File: src/rtl/async_rx_pkg.sv
package async_rx_pkg;
  localparam int OVS         = 8;
  localparam int PH_W        = $clog2(OVS);
  localparam int SMP_MID     = OVS / 2;
  localparam int SMP_LO      = SMP_MID - 1;
  localparam int SMP_HI      = SMP_MID + 1;
  localparam int PH_LAST     = OVS - 1;
  localparam int BREAK_BITS  = 10;
  localparam int IDLE_BITS   = 10;
  localparam int BREAK_TICKS = BREAK_BITS * OVS;
  localparam int IDLE_TICKS  = IDLE_BITS * OVS;
  localparam int CNT_W       = $clog2(BREAK_TICKS + IDLE_TICKS + 1);

  localparam logic [1:0] MP_NONE = 2'd0;
  localparam logic [1:0] MP_IDLE = 2'd1;
  localparam logic [1:0] MP_ADDR = 2'd2;

  typedef enum logic [2:0] {
    ST_IDLE, ST_START, ST_DATA, ST_ADDR, ST_PAR, ST_STOP1, ST_STOP2, ST_BRK
  } rxState_t;

  typedef struct packed {
    logic frameStart;
    logic idleAddr;
    logic shiftData;
    logic capAddr;
    logic capPar;
    logic bitVal;
    logic load;
    logic frameErr;
    logic setBreak;
  } rxStrb_t;
endpackage

File: src/rtl/async_rx_ctrl.sv
module async_rx_ctrl
  import async_rx_pkg::*;
#(
  parameter int LEN_W = 3
) (
  input  logic             clk,
  input  logic             rstN,
  input  logic             rxEn,
  input  logic             tick,
  input  logic             lineS,
  input  logic [LEN_W-1:0] dataLen,
  input  logic             parityEn,
  input  logic             twoStop,
  input  logic [1:0]       mpMode,
  output rxStrb_t          strb
);
  rxState_t          state;
  logic [PH_W-1:0]   ph;
  logic [LEN_W-1:0]  bitCnt;
  logic              smpA, smpB;
  logic [CNT_W-1:0]  idleCnt, brkCnt;
  logic              midVote, decide;
  rxState_t          afterData, afterAddr;

  assign midVote   = (smpA & smpB) | (smpA & lineS) | (smpB & lineS);
  assign decide    = tick && (ph == PH_W'(SMP_HI));
  assign afterAddr = parityEn ? ST_PAR : ST_STOP1;
  assign afterData = (mpMode == MP_ADDR) ? ST_ADDR : afterAddr;

  always_comb begin
    strb            = '0;
    strb.frameStart = rxEn && tick && (state == ST_IDLE) && !lineS;
    strb.idleAddr   = (idleCnt == CNT_W'(IDLE_TICKS));
    strb.bitVal     = midVote;
    strb.frameErr   = !midVote;
    strb.shiftData  = decide && (state == ST_DATA);
    strb.capAddr    = decide && (state == ST_ADDR);
    strb.capPar     = decide && (state == ST_PAR);
    strb.load       = decide && (state == ST_STOP1);
    strb.setBreak   = tick && (state == ST_BRK) && !lineS &&
                      (brkCnt == CNT_W'(BREAK_TICKS - 1));
  end

  always_ff @(posedge clk or negedge rstN) begin
    if (!rstN) begin
      state   <= ST_IDLE;
      ph      <= '0;
      bitCnt  <= '0;
      smpA    <= 1'b1;
      smpB    <= 1'b1;
      idleCnt <= '0;
      brkCnt  <= '0;
    end else if (!rxEn) begin
      state   <= ST_IDLE;
      ph      <= '0;
      idleCnt <= '0;
    end else if (tick) begin
      case (state)
        ST_IDLE: begin
          if (!lineS) begin
            state   <= ST_START;
            ph      <= PH_W'(1);
            idleCnt <= '0;
          end else if (idleCnt != CNT_W'(IDLE_TICKS)) begin
            idleCnt <= idleCnt + 1'b1;
          end
        end
        ST_BRK: begin
          if (lineS) state <= ST_IDLE;
          else if (brkCnt != CNT_W'(BREAK_TICKS)) brkCnt <= brkCnt + 1'b1;
        end
        default: begin
          ph <= ph + 1'b1;
          if (ph == PH_W'(SMP_LO))  smpA <= lineS;
          if (ph == PH_W'(SMP_MID)) smpB <= lineS;
          if (state == ST_START && ph == PH_W'(SMP_MID) && lineS) begin
            state <= ST_IDLE;                      // false start
          end else if (state == ST_STOP1 && ph == PH_W'(SMP_HI)) begin
            if (!midVote) begin
              state  <= ST_BRK;
              brkCnt <= '0;
            end else if (!twoStop) begin
              state <= ST_IDLE;
            end
          end else if (state == ST_STOP2 && ph == PH_W'(SMP_HI)) begin
            state <= ST_IDLE;
          end else if (ph == PH_W'(PH_LAST)) begin
            case (state)
              ST_START: begin state <= ST_DATA; bitCnt <= '0; end
              ST_DATA:  if (bitCnt == dataLen) state <= afterData;
                        else bitCnt <= bitCnt + 1'b1;
              ST_ADDR:  state <= afterAddr;
              ST_PAR:   state <= ST_STOP1;
              ST_STOP1: state <= ST_STOP2;
              default:  ;
            endcase
          end
        end
      endcase
    end
  end

  // at most one frame action per cycle
  assert_strobe_excl_R2: assert property (@(posedge clk) disable iff (!rstN)
    $onehot0({strb.frameStart, strb.shiftData, strb.capAddr, strb.capPar, strb.load, strb.setBreak}));

  // a disabled receiver takes no frame action
  assert_disabled_quiet_R11: assert property (@(posedge clk) disable iff (!rstN)
    (!rxEn && !$past(rxEn)) |-> !(strb.load || strb.shiftData || strb.setBreak));
endmodule

File: src/rtl/async_rx_dp.sv
module async_rx_dp
  import async_rx_pkg::*;
#(
  parameter int DIV_W  = 16,
  parameter int DATA_W = 8,
  parameter int LEN_W  = $clog2(DATA_W)
) (
  input  logic              clk,
  input  logic              rstN,
  input  logic              rxLine,
  input  logic [DIV_W-1:0]  baudDiv,
  input  logic [LEN_W-1:0]  dataLen,
  input  logic              parityOdd,
  input  logic [1:0]        mpMode,
  input  logic              sleepEn,
  input  logic              rdStrobe,
  input  logic              rxIntEn,
  input  rxStrb_t           strb,
  output logic              tick,
  output logic              lineS,
  output logic [DATA_W-1:0] rxData,
  output logic              rxAddr,
  output logic              rxReady,
  output logic              errParity,
  output logic              errFrame,
  output logic              errOverrun,
  output logic              errBreak,
  output logic              errAny,
  output logic              rxIrq
);
  logic              lineMeta;
  logic [DIV_W-1:0]  divCnt;
  logic [DATA_W-1:0] shReg, aligned;
  logic              parAcc, parBad, addrCur, mpActive, keepNow;

  assign tick     = (divCnt == baudDiv);
  assign aligned  = shReg >> (LEN_W'(DATA_W - 1) - dataLen);
  assign mpActive = (mpMode == MP_IDLE) || (mpMode == MP_ADDR);
  assign keepNow  = !(sleepEn && mpActive && !addrCur);
  assign errAny   = errParity | errFrame | errOverrun | errBreak;
  assign rxIrq    = (rxIntEn & (rxReady | errParity | errFrame | errOverrun)) | errBreak;

  always_ff @(posedge clk or negedge rstN) begin
    if (!rstN) begin
      lineMeta <= 1'b1;
      lineS    <= 1'b1;
      divCnt   <= '0;
    end else begin
      lineMeta <= rxLine;
      lineS    <= lineMeta;
      divCnt   <= tick ? '0 : divCnt + 1'b1;
    end
  end

  always_ff @(posedge clk or negedge rstN) begin
    if (!rstN) begin
      shReg   <= '0;
      parAcc  <= 1'b0;
      parBad  <= 1'b0;
      addrCur <= 1'b0;
    end else if (strb.frameStart) begin
      shReg   <= '0;
      parAcc  <= 1'b0;
      parBad  <= 1'b0;
      addrCur <= (mpMode == MP_IDLE) && strb.idleAddr;
    end else begin
      if (strb.shiftData) shReg <= {strb.bitVal, shReg[DATA_W-1:1]};
      if (strb.shiftData || strb.capAddr) parAcc <= parAcc ^ strb.bitVal;
      if (strb.capAddr) addrCur <= strb.bitVal;
      if (strb.capPar) parBad <= parAcc ^ strb.bitVal ^ parityOdd;
    end
  end

  always_ff @(posedge clk or negedge rstN) begin
    if (!rstN) begin
      rxData     <= '0;
      rxAddr     <= 1'b0;
      rxReady    <= 1'b0;
      errParity  <= 1'b0;
      errFrame   <= 1'b0;
      errOverrun <= 1'b0;
      errBreak   <= 1'b0;
    end else begin
      if (strb.load && keepNow) begin
        rxData     <= aligned;
        rxAddr     <= addrCur;
        rxReady    <= 1'b1;
        errParity  <= (errParity && !rdStrobe) | parBad;
        errFrame   <= (errFrame && !rdStrobe) | strb.frameErr;
        errOverrun <= (errOverrun && !rdStrobe) | (rxReady && !rdStrobe);
      end else if (rdStrobe) begin
        rxReady    <= 1'b0;
        errParity  <= 1'b0;
        errFrame   <= 1'b0;
        errOverrun <= 1'b0;
      end
      if (strb.setBreak) errBreak <= 1'b1;
      else if (rdStrobe) errBreak <= 1'b0;
    end
  end

  // overrun only appears on top of an unread character
  assert_overrun_src_R5: assert property (@(posedge clk) disable iff (!rstN)
    $rose(errOverrun) |-> $past(rxReady));

  // break only while the synchronized line is low
  assert_break_low_R6: assert property (@(posedge clk) disable iff (!rstN)
    $rose(errBreak) |-> !$past(lineS));

  // a lone read empties the buffer and the error flags
  assert_read_clears_R7: assert property (@(posedge clk) disable iff (!rstN)
    (rdStrobe && !strb.load && !strb.setBreak) |=> (!rxReady && !errAny));

  // a filtered character never raises ready
  assert_sleep_drop_R9: assert property (@(posedge clk) disable iff (!rstN)
    (strb.load && sleepEn && mpActive && !addrCur && !rxReady) |=> !rxReady);
endmodule

File: src/rtl/async_rx.sv
module async_rx
  import async_rx_pkg::*;
#(
  parameter int DIV_W  = 16,
  parameter int DATA_W = 8,
  parameter int LEN_W  = $clog2(DATA_W)
) (
  input  logic              clk,
  input  logic              rstN,
  input  logic              rxEn,
  input  logic              rxLine,
  input  logic [DIV_W-1:0]  baudDiv,
  input  logic [LEN_W-1:0]  dataLen,
  input  logic              parityEn,
  input  logic              parityOdd,
  input  logic              twoStop,
  input  logic [1:0]        mpMode,
  input  logic              sleepEn,
  input  logic              rxIntEn,
  input  logic              rdStrobe,
  output logic [DATA_W-1:0] rxData,
  output logic              rxAddr,
  output logic              rxReady,
  output logic              errParity,
  output logic              errFrame,
  output logic              errOverrun,
  output logic              errBreak,
  output logic              errAny,
  output logic              rxIrq
);
  rxStrb_t strb;
  logic    tick, lineS;

  async_rx_ctrl #(.LEN_W(LEN_W)) u_ctrl (
    .clk(clk), .rstN(rstN), .rxEn(rxEn), .tick(tick), .lineS(lineS),
    .dataLen(dataLen), .parityEn(parityEn), .twoStop(twoStop),
    .mpMode(mpMode), .strb(strb)
  );

  async_rx_dp #(.DIV_W(DIV_W), .DATA_W(DATA_W), .LEN_W(LEN_W)) u_dp (
    .clk(clk), .rstN(rstN), .rxLine(rxLine), .baudDiv(baudDiv),
    .dataLen(dataLen), .parityOdd(parityOdd), .mpMode(mpMode),
    .sleepEn(sleepEn), .rdStrobe(rdStrobe), .rxIntEn(rxIntEn), .strb(strb),
    .tick(tick), .lineS(lineS), .rxData(rxData), .rxAddr(rxAddr),
    .rxReady(rxReady), .errParity(errParity), .errFrame(errFrame),
    .errOverrun(errOverrun), .errBreak(errBreak), .errAny(errAny),
    .rxIrq(rxIrq)
  );
endmodule

File: config.mk
export PLATFORM = sky130hd
export DESIGN_NAME = async_rx
export DESIGN_NICKNAME = d
export VERILOG_FILES = /design/src/rtl/async_rx_pkg.sv /design/src/rtl/async_rx_ctrl.sv /design/src/rtl/async_rx_dp.sv /design/src/rtl/async_rx.sv
export SDC_FILE = /design/constraint.sdc
export NUM_CORES = 1
export LEC_CHECK = 0
export BUFFER_PORTS_ARGS = -buffer_cell sky130_fd_sc_hd__buf_2
export CORE_MARGIN = 2
export CORE_UTILIZATION = 60
export CTS_BUF_LIST = sky130_fd_sc_hd__clkbuf_4
export DETAILED_ROUTE_END_ITERATION = 8
export PLACE_DENSITY = 0.82
export SLEW_MARGIN = 25
export SYNTH_ARGS = -nofsm -noshare
export SYNTH_HDL_FRONTEND = slang
export SYNTH_SLANG_ARGS = --single-unit
File: constraint.sdc
create_clock -name clk -period 2.9 [get_ports clk]
set_input_delay 0.435 -clock clk [delete_from_list [all_inputs] [get_ports clk]]
set_output_delay 0.435 -clock clk [all_outputs]
set_load 0.02 [all_outputs]
==> results.yml <==
pwr:
  p_int_mw: 1.37
  p_switching_mw: 0.622
  share_seq_of_total_power_pct: 60.0
  ir_drop_mv: 0.260
  power_mw: 1.99
  leakage_nw: 2.06
  swShare_pct: 31.3
  clock_power_share_pct: 26.5
  p_per_area_nw_per_um2: 447
  power.share.combinational_pct: 13.5
timing:
  fin_crit_ns: 2.54
  slew_headroom_pct: 42.4
  fin_crit_sh_pct: 87.5
  skew_ns: 0.0179
  timing.hold.ws_ns: 0.0919
  tightest_slew_ns: 0.864
  rsz0062_at_grt: "no"
  final.setup.tns_ns: 0
  setup_ws_ns: 0.362
  clock.fmax_ghz: 0.394
  setup-violations-final: 0
  hold_viol: 0
  final-max-slew-violation-count: 0
drt:
  vias: 3267
  dr.pass1.iters: 6
  vias_per_cell: 5.85
  wl_per_cell_microns: 15.0
  drcViolationCount: 5
  totalWireLength_microns: 8370
  first_iter_violations: 290
  ant_nets: 0
hold_path:
  min_path_type: "input pin to flop"
clocking:
  cts-buffers-inserted: 9
  clock_sinks: 70
  clockBufferDepth: 2
  root_buffer: "clkbuf_4"
  cts_resized: 0
  htree_num_levels: 3
  cts_tree: "built"
  postCtsSetupBuffers: 0
  clk_pin_slew_ns: 0.12
  clock_latency_ns: 0.42
  ctsHoldBuffers: 0
final_layout:
  fill_cells: 523
  final_common_cell: "dfrtp_1"
  final_area_sq_um: 4450
  final_cell_mix: "66 x dfrtp_1, 46 x buf_2, 45 x nor2_1, 35 x nand2_1, 32 x xor2_1"
  fin_util_pct: 69.3
  final_cells: 558
  n_antenna_cell: 0
  syn_to_final_growth_pct: 10.7
  fin_nets: 520
  layout-drive-gt1-share_pct: 17.7
outcome:
  violations: "DRC"
  status: "finished, violations left"
logic_synthesis:
  yosys.area.top_type: "dfrtp_1"
  synth_edf_count: 0
  ys_seq_elements: 70
  ys_top_cells_by_area: "dfrtp_1 41%, xor2_1 7.0%, mux2i_1 5.5%, nor2_1 4.2%, ha_1 4.0%"
  seq_area_frac_synth_pct: 43.7
  synth-async-reset-ratio_pct: 100
  ys_warn_count: 0
  synth_top_area_share_pct: 41.1
  synthFlopType: "dfrtp_1"
  synth_cells: 427
  syn_avg_cell_area_sq_um: 9.41
  netlist_area_sq_um: 4020
  synth_nets: 471
  ys_types: 50
critical_path:
  critPathKind: "flop to flop"
  cpPeakStageDelay_ns: 0.55
  cp.arrival_ns: 2.87
  startpoint_type: "flop"
  cp-end-kind: "flop"
  path_cells: "xor2_1 -> nor4_1 -> and4_1 -> nand4_1 -> or3_1 -> o31ai_1"
  cp_top_family: "simple AND/OR/NAND/NOR gates"
  crit_buf_inv: 0
  slowest_stage: "and4_1"
  crit_fanout: 12
  required_ns: 3.23
floorplan:
  die_height_microns: 85.8
  start_util_pct: 62.6
  core_area_sq_um: 6420
  io_pins: 47
  fp.dieW_microns: 85.8
  num_rows: 29
  dieArea_sq_um: 7370
place:
  dpl.cell_count: 542
  place_ws_ns: 0.269
  dpl_cell_area_sq_um: 4340
  finalWeightedCongestion: 0.849
  port_buffers: 46
  dp_hpwl_microns: 6090
grt:
  antenna_found_initial: 0
  grt_pass1_wl_microns: 14300
  grt_max_degree: 71
  grt_pass1_vias: 3105
  grtUsageTotal_pct: 24.6
  grt_overflow: 0
run:
  cap_violations: 0
cell usage after synthesis (6+ instances only):
cell,count
dfrtp_1,66
and3_1,9
nand4_1,13
o21ai_0,15
inv_1,21
a21oi_1,16
xnor2_1,9
mux2_2,6
nor2_1,45
nand2_1,35
o22ai_1,6
nand3_1,19
mux2i_1,22
nor3_1,10
ha_1,13
or3_1,6
and2_1,8
xor2_1,32
clkbuf_1,11
final timing paths:
kind	endpoint	cells after the start	startpoint	slack [ns]
worst min register to register	u_dp.lineS$_DFF_PN1_	0	u_dp.lineMeta$_DFF_PN1_	0.38
worst min-delay path	u_dp.lineMeta$_DFF_PN1_	1	rxLine	0.09
worst max-delay path	u_ctrl.bitCnt[2]$_DFFE_PN0P_	6	u_dp.divCnt[9]$_DFF_PN0_	0.36
worst max register to register	u_ctrl.bitCnt[2]$_DFFE_PN0P_	6	u_dp.divCnt[9]$_DFF_PN0_	0.36
max in group asynchronous	u_dp.divCnt[6]$_DFF_PN0_	2	rstN	2.14
min in group asynchronous	u_ctrl.idleCnt[0]$_DFFE_PN0P_	2	rstN	0.19
worst register-to-register path: cells and delay by family, from the launching register on:
family	cells	cell delay, ns
simple gates	4	1.66
xor+xnor	1	0.18
flops	1	0.44
compound gates	1	0.19
sequential cells by signal (all words and copies together) (netlist names), 3 cells and up:
signal / count
u_ctrl.state: 3
u_ctrl.ph: 3
u_ctrl.brkCnt: 8
u_ctrl.idleCnt: 8
u_ctrl.bitCnt: 3
u_dp.rxData: 8
u_dp.shReg: 8
u_dp.divCnt: 16
power by group through the flow:
stage / combinational, mW / sequential, mW / clock (mW)
6_report: 0.268 / 1.19 / 0.527
5_1_grt: 0.305 / 1.20 / 0.583
4_1_cts: 0.273 / 1.19 / 0.541
3_5_place_dp: 0.270 / 1.21 / 0
3_3_place_gp: 0.260 / 1.20 / 0
2_1_floorplan: 0.219 / 1.17 / 0
routing by layer:
metal	up-vias	part of all wire (%)	track usage, %
li1	1613	-	-
met1	1558	48	35.7
met2	84	45	37.0
met3	12	5.0	5.00
met4	0	1.4	8.80
met5	-	0	0
cells by family (layout without fill, tap and decap cells):
family                     count (synthesis)  in the layout  share of synthesized area, %
and+or+nand+nor                          171            171                          21.7
DFF                                       70             70                          43.7
AOI/OAI and AO/OA                         64             64                          10.2
xor gates and xnor gates                  41             41                          8.94
buffers and inverters                     39             93                          3.95
muxes                                     28             28                          7.16
adders and majority gates                 14             14                          4.30
area by class of cell:
class	count	area, sq um	area share [%]
timing repair buffer	56	305	6.86
inverter	21	78.8	1.77
sequential	70	1760	39.5
tap	77	96.3	2.17
clock buffer	9	67.6	1.52
clock inverter	7	41.3	0.928
multi-input combinational	318	2100	47.3
No activity file was read; power rests on OpenSTA's default activity.
